## src/rtl/zt_pkg.sv

```systemverilog
`timescale 1ns/1ps
package zt_pkg;
  typedef enum logic [1:0] {OP_NOP = 2'd0, OP_RD = 2'd1, OP_WR = 2'd2} op_e;

  // All three enables must agree for the chip to be selected
  function automatic logic chip_selected(input logic a_n, input logic b_n, input logic c);
    return !a_n && !b_n && c;
  endfunction

  // Linear two-bit burst step, wrapping modulo four
  function automatic logic [1:0] burst_next(input logic [1:0] cur);
    return cur + 2'd1;
  endfunction
endpackage

```

## src/rtl/zt_cmd_ctrl.sv

```systemverilog
`timescale 1ns/1ps
module zt_cmd_ctrl
  import zt_pkg::*;
#(
  parameter int ADDR_W = 6,
  parameter int LANES  = 4
) (
  input  logic              clk,
  input  logic              rst_n,
  input  logic              hold,
  input  logic              en_a_n,
  input  logic              en_b_n,
  input  logic              en_c,
  input  logic              advance,
  input  logic              rd_sel,
  input  logic [ADDR_W-1:0] addr_in,
  input  logic [LANES-1:0]  lane_off,
  output op_e               s1_op,
  output logic [ADDR_W-1:0] s1_addr,
  output logic [LANES-1:0]  s1_lane_off,
  output logic              sel_ok
);
  assign sel_ok = chip_selected(en_a_n, en_b_n, en_c);

  // Stage 1: command capture and burst position
  always_ff @(posedge clk or negedge rst_n) begin
    if (!rst_n) begin
      s1_op       <= OP_NOP;
      s1_addr     <= '0;
      s1_lane_off <= '1;
    end else if (!hold) begin
      s1_lane_off <= lane_off;
      if (!advance) begin
        s1_op   <= !sel_ok ? OP_NOP : (rd_sel ? OP_RD : OP_WR);
        s1_addr <= addr_in;
      end else begin
        s1_addr <= {s1_addr[ADDR_W-1:2], burst_next(s1_addr[1:0])};
      end
    end
  end
endmodule

```

## src/rtl/zt_pipe.sv

```systemverilog
`timescale 1ns/1ps
module zt_pipe
  import zt_pkg::*;
#(
  parameter int ADDR_W = 6,
  parameter int LANES  = 4
) (
  input  logic              clk,
  input  logic              rst_n,
  input  logic              hold,
  input  op_e               in_op,
  input  logic [ADDR_W-1:0] in_addr,
  input  logic [LANES-1:0]  in_lane_off,
  output op_e               out_op,
  output logic [ADDR_W-1:0] out_addr,
  output logic [LANES-1:0]  out_lane_off
);
  always_ff @(posedge clk or negedge rst_n) begin
    if (!rst_n) begin
      out_op       <= OP_NOP;
      out_addr     <= '0;
      out_lane_off <= '1;
    end else if (!hold) begin
      out_op       <= in_op;
      out_addr     <= in_addr;
      out_lane_off <= in_lane_off;
    end
  end
endmodule

```

## src/rtl/zt_store.sv

```systemverilog
`timescale 1ns/1ps
module zt_store
  import zt_pkg::*;
#(
  parameter int DATA_W = 36,
  parameter int ADDR_W = 6,
  parameter int LANES  = 4
) (
  input  logic              clk,
  input  logic              rst_n,
  input  logic              hold,
  input  op_e               rd_op,
  input  logic [ADDR_W-1:0] rd_addr,
  input  op_e               wr_op,
  input  logic [ADDR_W-1:0] wr_addr,
  input  logic [LANES-1:0]  wr_lane_off,
  input  logic [DATA_W-1:0] wdata,
  output logic [LANES-1:0]  lane_wr,
  output logic [DATA_W-1:0] rd_q,
  output logic              rd_live
);
  localparam int LANE_W = DATA_W / LANES;
  localparam int DEPTH  = 1 << ADDR_W;

  logic [DATA_W-1:0] mem [DEPTH];
  logic [DATA_W-1:0] fwd;

  for (genvar g = 0; g < LANES; g++) begin : g_lane
    assign lane_wr[g] = !hold && (wr_op == OP_WR) && !wr_lane_off[g];
    // Same-edge write to the read address is forwarded lane by lane
    assign fwd[g*LANE_W +: LANE_W] = (lane_wr[g] && (wr_addr == rd_addr))
                                     ? wdata[g*LANE_W +: LANE_W]
                                     : mem[rd_addr][g*LANE_W +: LANE_W];
  end

  always_ff @(posedge clk) begin
    for (int l = 0; l < LANES; l++) begin
      if (lane_wr[l]) mem[wr_addr][l*LANE_W +: LANE_W] <= wdata[l*LANE_W +: LANE_W];
    end
  end

  always_ff @(posedge clk or negedge rst_n) begin
    if (!rst_n) begin
      rd_q    <= '0;
      rd_live <= 1'b0;
    end else if (!hold) begin
      rd_live <= (rd_op == OP_RD);
      if (rd_op == OP_RD) rd_q <= fwd;
    end
  end
endmodule

```

## src/rtl/zt_burst_sram.sv

```systemverilog
`timescale 1ns/1ps
module zt_burst_sram
  import zt_pkg::*;
#(
  parameter int DATA_W = 36,
  parameter int ADDR_W = 6,
  parameter int LANES  = 4
) (
  input  logic              clk,
  input  logic              rst_n,
  input  logic              clk_en_n,
  input  logic              en_a_n,
  input  logic              en_b_n,
  input  logic              en_c,
  input  logic              adv_ld,
  input  logic              rw_n,
  input  logic [ADDR_W-1:0] addr,
  input  logic [LANES-1:0]  lane_we_n,
  input  logic              oe_n,
  input  logic [DATA_W-1:0] din,
  output logic [DATA_W-1:0] dout,
  output logic              dout_valid
);
  op_e               st1_op, st2_op;
  logic [ADDR_W-1:0] st1_addr, st2_addr;
  logic [LANES-1:0]  st1_lane_off, st2_lane_off, lane_wr;
  logic [DATA_W-1:0] rd_q;
  logic              rd_live, sel_ok;

  zt_cmd_ctrl #(.ADDR_W(ADDR_W), .LANES(LANES)) u_cmd (
    .clk(clk), .rst_n(rst_n), .hold(clk_en_n),
    .en_a_n(en_a_n), .en_b_n(en_b_n), .en_c(en_c),
    .advance(adv_ld), .rd_sel(rw_n), .addr_in(addr), .lane_off(lane_we_n),
    .s1_op(st1_op), .s1_addr(st1_addr), .s1_lane_off(st1_lane_off), .sel_ok(sel_ok)
  );

  zt_pipe #(.ADDR_W(ADDR_W), .LANES(LANES)) u_pipe (
    .clk(clk), .rst_n(rst_n), .hold(clk_en_n),
    .in_op(st1_op), .in_addr(st1_addr), .in_lane_off(st1_lane_off),
    .out_op(st2_op), .out_addr(st2_addr), .out_lane_off(st2_lane_off)
  );

  zt_store #(.DATA_W(DATA_W), .ADDR_W(ADDR_W), .LANES(LANES)) u_store (
    .clk(clk), .rst_n(rst_n), .hold(clk_en_n),
    .rd_op(st1_op), .rd_addr(st1_addr),
    .wr_op(st2_op), .wr_addr(st2_addr), .wr_lane_off(st2_lane_off),
    .wdata(din), .lane_wr(lane_wr), .rd_q(rd_q), .rd_live(rd_live)
  );

  assign dout_valid = rd_live && !oe_n;
  assign dout       = dout_valid ? rd_q : '0;
endmodule

```

## config.mk

```make
export PLATFORM = sky130hd
export DESIGN_NAME = zt_burst_sram
export DESIGN_NICKNAME = d
export VERILOG_FILES = /design/src/rtl/zt_pkg.sv /design/src/rtl/zt_cmd_ctrl.sv /design/src/rtl/zt_pipe.sv /design/src/rtl/zt_store.sv /design/src/rtl/zt_burst_sram.sv
export SDC_FILE = /design/constraint.sdc
export NUM_CORES = 2
export LEC_CHECK = 0
export BUFFER_PORTS_ARGS = -buffer_cell sky130_fd_sc_hd__buf_2
export CORE_ASPECT_RATIO = 1.1
export CORE_MARGIN = 3
export CORE_UTILIZATION = 45
export CTS_CLUSTER_SIZE = 10
export DETAILED_ROUTE_END_ITERATION = 16
export PLACE_DENSITY_LB_ADDON = 0.2
export SLEW_MARGIN = 40
export SYNTH_ARGS = -nofsm -noshare
export SYNTH_HDL_FRONTEND = slang
export SYNTH_SLANG_ARGS = --single-unit
```

## constraint.sdc

```tcl
create_clock -name clk -period 3.6 [get_ports clk]
set_input_delay 0.54 -clock clk [delete_from_list [all_inputs] [get_ports clk]]
set_output_delay 0.54 -clock clk [all_outputs]
set_load 0.02 [all_outputs]
```

==> run summary <==
DIE
----------------------------------------------------------------------------------------------------
Die area                                                                                 210000 um^2
Die Height                                                                                    480 um
Count of boundary I/O pins                                                                        92
Number of rows in the core area                                                                  173
Effective utilization at floorplan                                                             0.454
Core region area                                                                         202000 um^2
Horizontal die dimension                                                                      437 um

ROUTE
----------------------------------------------------------------------------------------------------
Via Count                                                                                      47000
Met2 wire length                                                                              124 mm
DR WL met3                                                                                   22.1 mm
Final ANT Viol Nets                                                                                0
Initial DRT Pass Iterations                                                                        8
Remaining design rule violation count                                                              0
Post-DR wirelength/cell                                                                      33.9 um
Vias/cell                                                                                       6.13
Wire length reported by the detailed router                                                   260 mm
First-iteration detailed-routing DRC count                                                      5919
Top layer reached by signal wires                                                               met5
Routed met1 length                                                                            103 mm

CRITICAL PATH
----------------------------------------------------------------------------------------------------
R2R depth                                                                                          7
Worst r2r src                                                                           u_cmd.s1_addr[0]
Slowest cell on the critical path                                                       sky130_fd_sc_hd__dfrtp_4
Family of cells with the greatest summed delay on the critical path                     compound AO/OA/AOI/OAI gates
Critical path start-end classification                                                       reg2reg
Highest cell delay on the worst timing path                                                  0.77 ns
Terminus of the critical flop-to-flop path                                              u_store.rd_q[24]
Critical Path Sink                                                                      u_store.rd_q[24]
Data arrival, critical path                                                                  4.04 ns
Data required time of the worst path                                                         4.36 ns
Worst-path cell chain                                                                   buf_12 > buf_4 > mux4_2 > a22oi_1 > a21oi_1 > nor4_1 > o31ai_1
Reg2Reg Setup Slack                                                                          0.31 ns
Bufs and invs on worst path                                                                        2
Maximum net fanout on the critical path                                                           14
Launch point of the worst path                                                          u_cmd.s1_addr[0]
Count of cell instances traversed by the critical path                                             7
Startpoint kind of the worst setup timing path                                              register
CP endpoint kind                                                                            register

TIMING
----------------------------------------------------------------------------------------------------
Count of final max-slew check failures                                                             0
Actual transition at the worst max-transition pin                                           0.938 ns
Post-Route Setup TNS                                                                            0 ns
Final Setup Violations                                                                             0
Fin Clk Skew                                                                               0.0547 ns
Top achievable clock speed                                                                 0.304 GHz
Period utilization                                                                             0.913
RSZ-0062 raised after global routing                                                           false
Remaining max-slew budget at the tightest pin                                                  0.373
Least setup slack across all paths after layout                                             0.313 ns
Time the worst path needs with I/O delays and setup                                          3.29 ns
Final count of hold timing violations                                                              0

CTS
----------------------------------------------------------------------------------------------------
Clock latency of the later-clocked register in the worst-skew pair                           0.90 ns
Gates resized, CTS repair                                                                          0
CTS Root Buffer Type                                                                    sky130_fd_sc_hd__clkbuf_16
CTS H-tree lvls                                                                                    5
Number of buffers inserted during clock tree synthesis                                           289
TritonCTS clock tree                                                                             yes
Sink Count                                                                                      2365
Post-CTS setup-driven buffer insertion count                                                       0
Number of buffers between clock root and the deepest sink                                          4
Clock-pin slew reported for the worst setup and hold paths after clock tree synthesis        0.05 ns

YOSYS
----------------------------------------------------------------------------------------------------
Cells after synthesis                                                                           4211
Count of different cell masters after synthesis                                                   65
Net count after synthesis                                                                       4266
EDFF count, synth                                                                               2304
Number of synthesized register bits                                                             2365
Ys async rst share                                                                            0.0258
Mean instance size in the synthesized netlist                                              21.8 um^2
Total number of yosys warnings                                                                     0
Post-synthesis sequential area ratio                                                           0.770
Ys flop type                                                                            sky130_fd_sc_hd__edfxtp_1
Synthesized cell area                                                                     91800 um^2

LAYOUT
----------------------------------------------------------------------------------------------------
Layout-stage area growth over the synthesis result                                             16.0%
Share of layout cells above drive strength 1                                                   0.315
Layout net count                                                                                4872

WORST HOLD PATH
----------------------------------------------------------------------------------------------------
Worst hold path class                                                                         in2reg
Hold wc startpoint                                                                              en_c

PWR
----------------------------------------------------------------------------------------------------
Ratio of total power to cell area                                                        589 nW/um^2
Combinational share of power                                                                   0.103
Sw Share                                                                                       0.231
Clock network power share                                                                      0.404
Maximum resistive drop on vdd                                                                 540 uV
Pint                                                                                        48300 uW
Leakage power of the design                                                                0.0340 uW
Sequential cell fraction of total power                                                        0.492
Reported net switching power                                                                14500 uW

PLACE
----------------------------------------------------------------------------------------------------
Final HPWL DP                                                                                 166 mm
Final weighted congestion in routability-driven placement                                      0.915
Number of buffers inserted by port buffering                                                      91
Post-placement worst setup slack                                                            0.332 ns

GRT
----------------------------------------------------------------------------------------------------
Global-route wire length before repair                                                        368 mm
Pin count of the biggest net entering global routing                                              92
Overflow after GRT                                                                                 0
Overall routing resource usage                                                                 0.249
Number of antenna violations at the first check in global routing                                 21
Via count of the first global-routing pass                                                     47200

STATUS
----------------------------------------------------------------------------------------------------
Outcome                                                                                 complete, no violations

JOB
----------------------------------------------------------------------------------------------------
Maximum Capacitance Violations                                                                     0

==> placed cells by master, fill, tap and decap left out, types with 5 or more instances in the layout <==
cell type and instances:
sky130_fd_sc_hd__o21ai_0 26, sky130_fd_sc_hd__nor3b_1 6, sky130_fd_sc_hd__nand3_1 18, sky130_fd_sc_hd__nor2b_1 21
sky130_fd_sc_hd__nor3_1 9, sky130_fd_sc_hd__a31oi_1 9, sky130_fd_sc_hd__nand2_1 108, sky130_fd_sc_hd__o211ai_1 7
sky130_fd_sc_hd__dfstp_2 8, sky130_fd_sc_hd__buf_2 68, sky130_fd_sc_hd__o2111ai_1 7, sky130_fd_sc_hd__dfrtp_1 48
sky130_fd_sc_hd__buf_12 33, sky130_fd_sc_hd__o221ai_1 9, sky130_fd_sc_hd__diode_2 12, sky130_fd_sc_hd__nand2_2 13
sky130_fd_sc_hd__mux4_2 626, sky130_fd_sc_hd__a21oi_1 53, sky130_fd_sc_hd__dlygate4sd3_1 12, sky130_fd_sc_hd__and3_1 9
sky130_fd_sc_hd__nor4_1 5, sky130_fd_sc_hd__o31ai_1 6, sky130_fd_sc_hd__buf_4 448, sky130_fd_sc_hd__or4_1 13
sky130_fd_sc_hd__edfxtp_1 2304, sky130_fd_sc_hd__a22oi_1 89, sky130_fd_sc_hd__clkbuf_16 298, sky130_fd_sc_hd__a2111oi_0 7
sky130_fd_sc_hd__o22ai_1 14, sky130_fd_sc_hd__a22o_1 5, sky130_fd_sc_hd__clkbuf_1 105, sky130_fd_sc_hd__a211oi_1 24
sky130_fd_sc_hd__nor2_1 287, sky130_fd_sc_hd__mux2_2 27, sky130_fd_sc_hd__mux2i_1 85, sky130_fd_sc_hd__and2_1 47
==> how the worst min path moves through the flow <==
stage          slack (ns)  cells past startpoint               end
2_1_floorplan        0.24                      0  u_cmd.s1_addr[0]
3_3_place_gp         0.51                      2  u_store.rd_q[31]
3_5_place_dp         0.52                      1  u_pipe.out_op[1]
4_1_cts              0.02                      3    u_cmd.s1_op[0]
5_1_grt              0.06                      3    u_cmd.s1_op[0]
6_report             0.09                      3    u_cmd.s1_op[0]
==> layout make-up <==
type	count	area, um^2
antenna	12	30.0
clock buffer	404	7870
clock inverter	11	101
fill	15600	95800
inverter	5	18.8
multi-input combinational	1593	19900
sequential	2365	70700
tap	2712	3390
timing repair buffer	563	4540
==> cell families after synthesis <==
group	synth area share
simple gates	0.0277
mux	0.166
xor+xnor	0.000572
buf+inv	0.0144
compound gates	0.0212
flops	0.770
==> tightest hold or removal path: cells and delay by family <==
family | cells | cell delay, ns
buffers and inverters | 1 | 0.09
AOI/OAI and AO/OA | 1 | 0.12
and+or+nand+nor | 1 | 0.18
==> timing repair <==
item,CTS,global route
setup endpoints to repair,0,0
hold endpoints to repair,39,0
hold buffers,12,0
==> registers in the layout (all words and copies together), names as in the netlist <==
register	count
u_store.mem	2304
u_store.rd_q	36
u_cmd.s1_addr	6
u_pipe.out_addr	6
u_cmd.s1_lane_off	4
u_pipe.out_lane_off	4
u_cmd.s1_op	2
u_pipe.out_op	2
u_store.rd_live	1
==> stage by stage <==
step | hold slack, ns | power, uW | util | instances | cell area (um^2)
floorplan | 0.244 | 35100 | - | 4211 | 91800
global placement | 0.508 | 37900 | 0.486 | 7224 | 98300
detailed placement | 0.515 | 37900 | 0.486 | 7224 | 98400
CTS | 0.0212 | 63300 | 0.526 | 7651 | 106000
global route | 0.0598 | 64700 | 0.526 | 7654 | 107000
finish | 0.0897 | 62800 | 0.527 | 7665 | 107000
==> layer usage <==
metal,vias up,global-route usage
met4,32,0.101
li1,18800,-
met2,2323,0.388
met5,-,0
met3,541,0.0554
met1,25300,0.344
==> power by group through the flow <==
stage	sequential (uW)	combinational [uW]	clock [uW]
after global routing	30900	6820	27000
final	30900	6490	25400
after CTS	30900	6500	25900
after global placement	31500	6440	0
after detailed placement	31500	6480	0
after floorplan	31100	3990	0
==> synthesized netlist by cell type, types with 18 or more instances <==
master	count	area, um^2
sky130_fd_sc_hd__a211oi_1	24	180
sky130_fd_sc_hd__o21ai_0	26	130
sky130_fd_sc_hd__mux4_2	626	14100
sky130_fd_sc_hd__nand3_1	18	90.1
sky130_fd_sc_hd__dfrtp_1	53	1330
sky130_fd_sc_hd__mux2i_1	85	851
sky130_fd_sc_hd__nand2_1	121	454
sky130_fd_sc_hd__edfxtp_1	2304	69200
sky130_fd_sc_hd__buf_4	35	263
sky130_fd_sc_hd__clkbuf_1	95	357
sky130_fd_sc_hd__and2_1	47	294
sky130_fd_sc_hd__mux2_2	27	304
sky130_fd_sc_hd__nor2b_1	24	150
sky130_fd_sc_hd__nor2_1	289	1080
sky130_fd_sc_hd__buf_1	34	128
sky130_fd_sc_hd__a21oi_1	53	265
sky130_fd_sc_hd__buf_6	22	248
sky130_fd_sc_hd__buf_2	60	300
sky130_fd_sc_hd__a22oi_1	89	668
(Power assumes the default switching activity.)
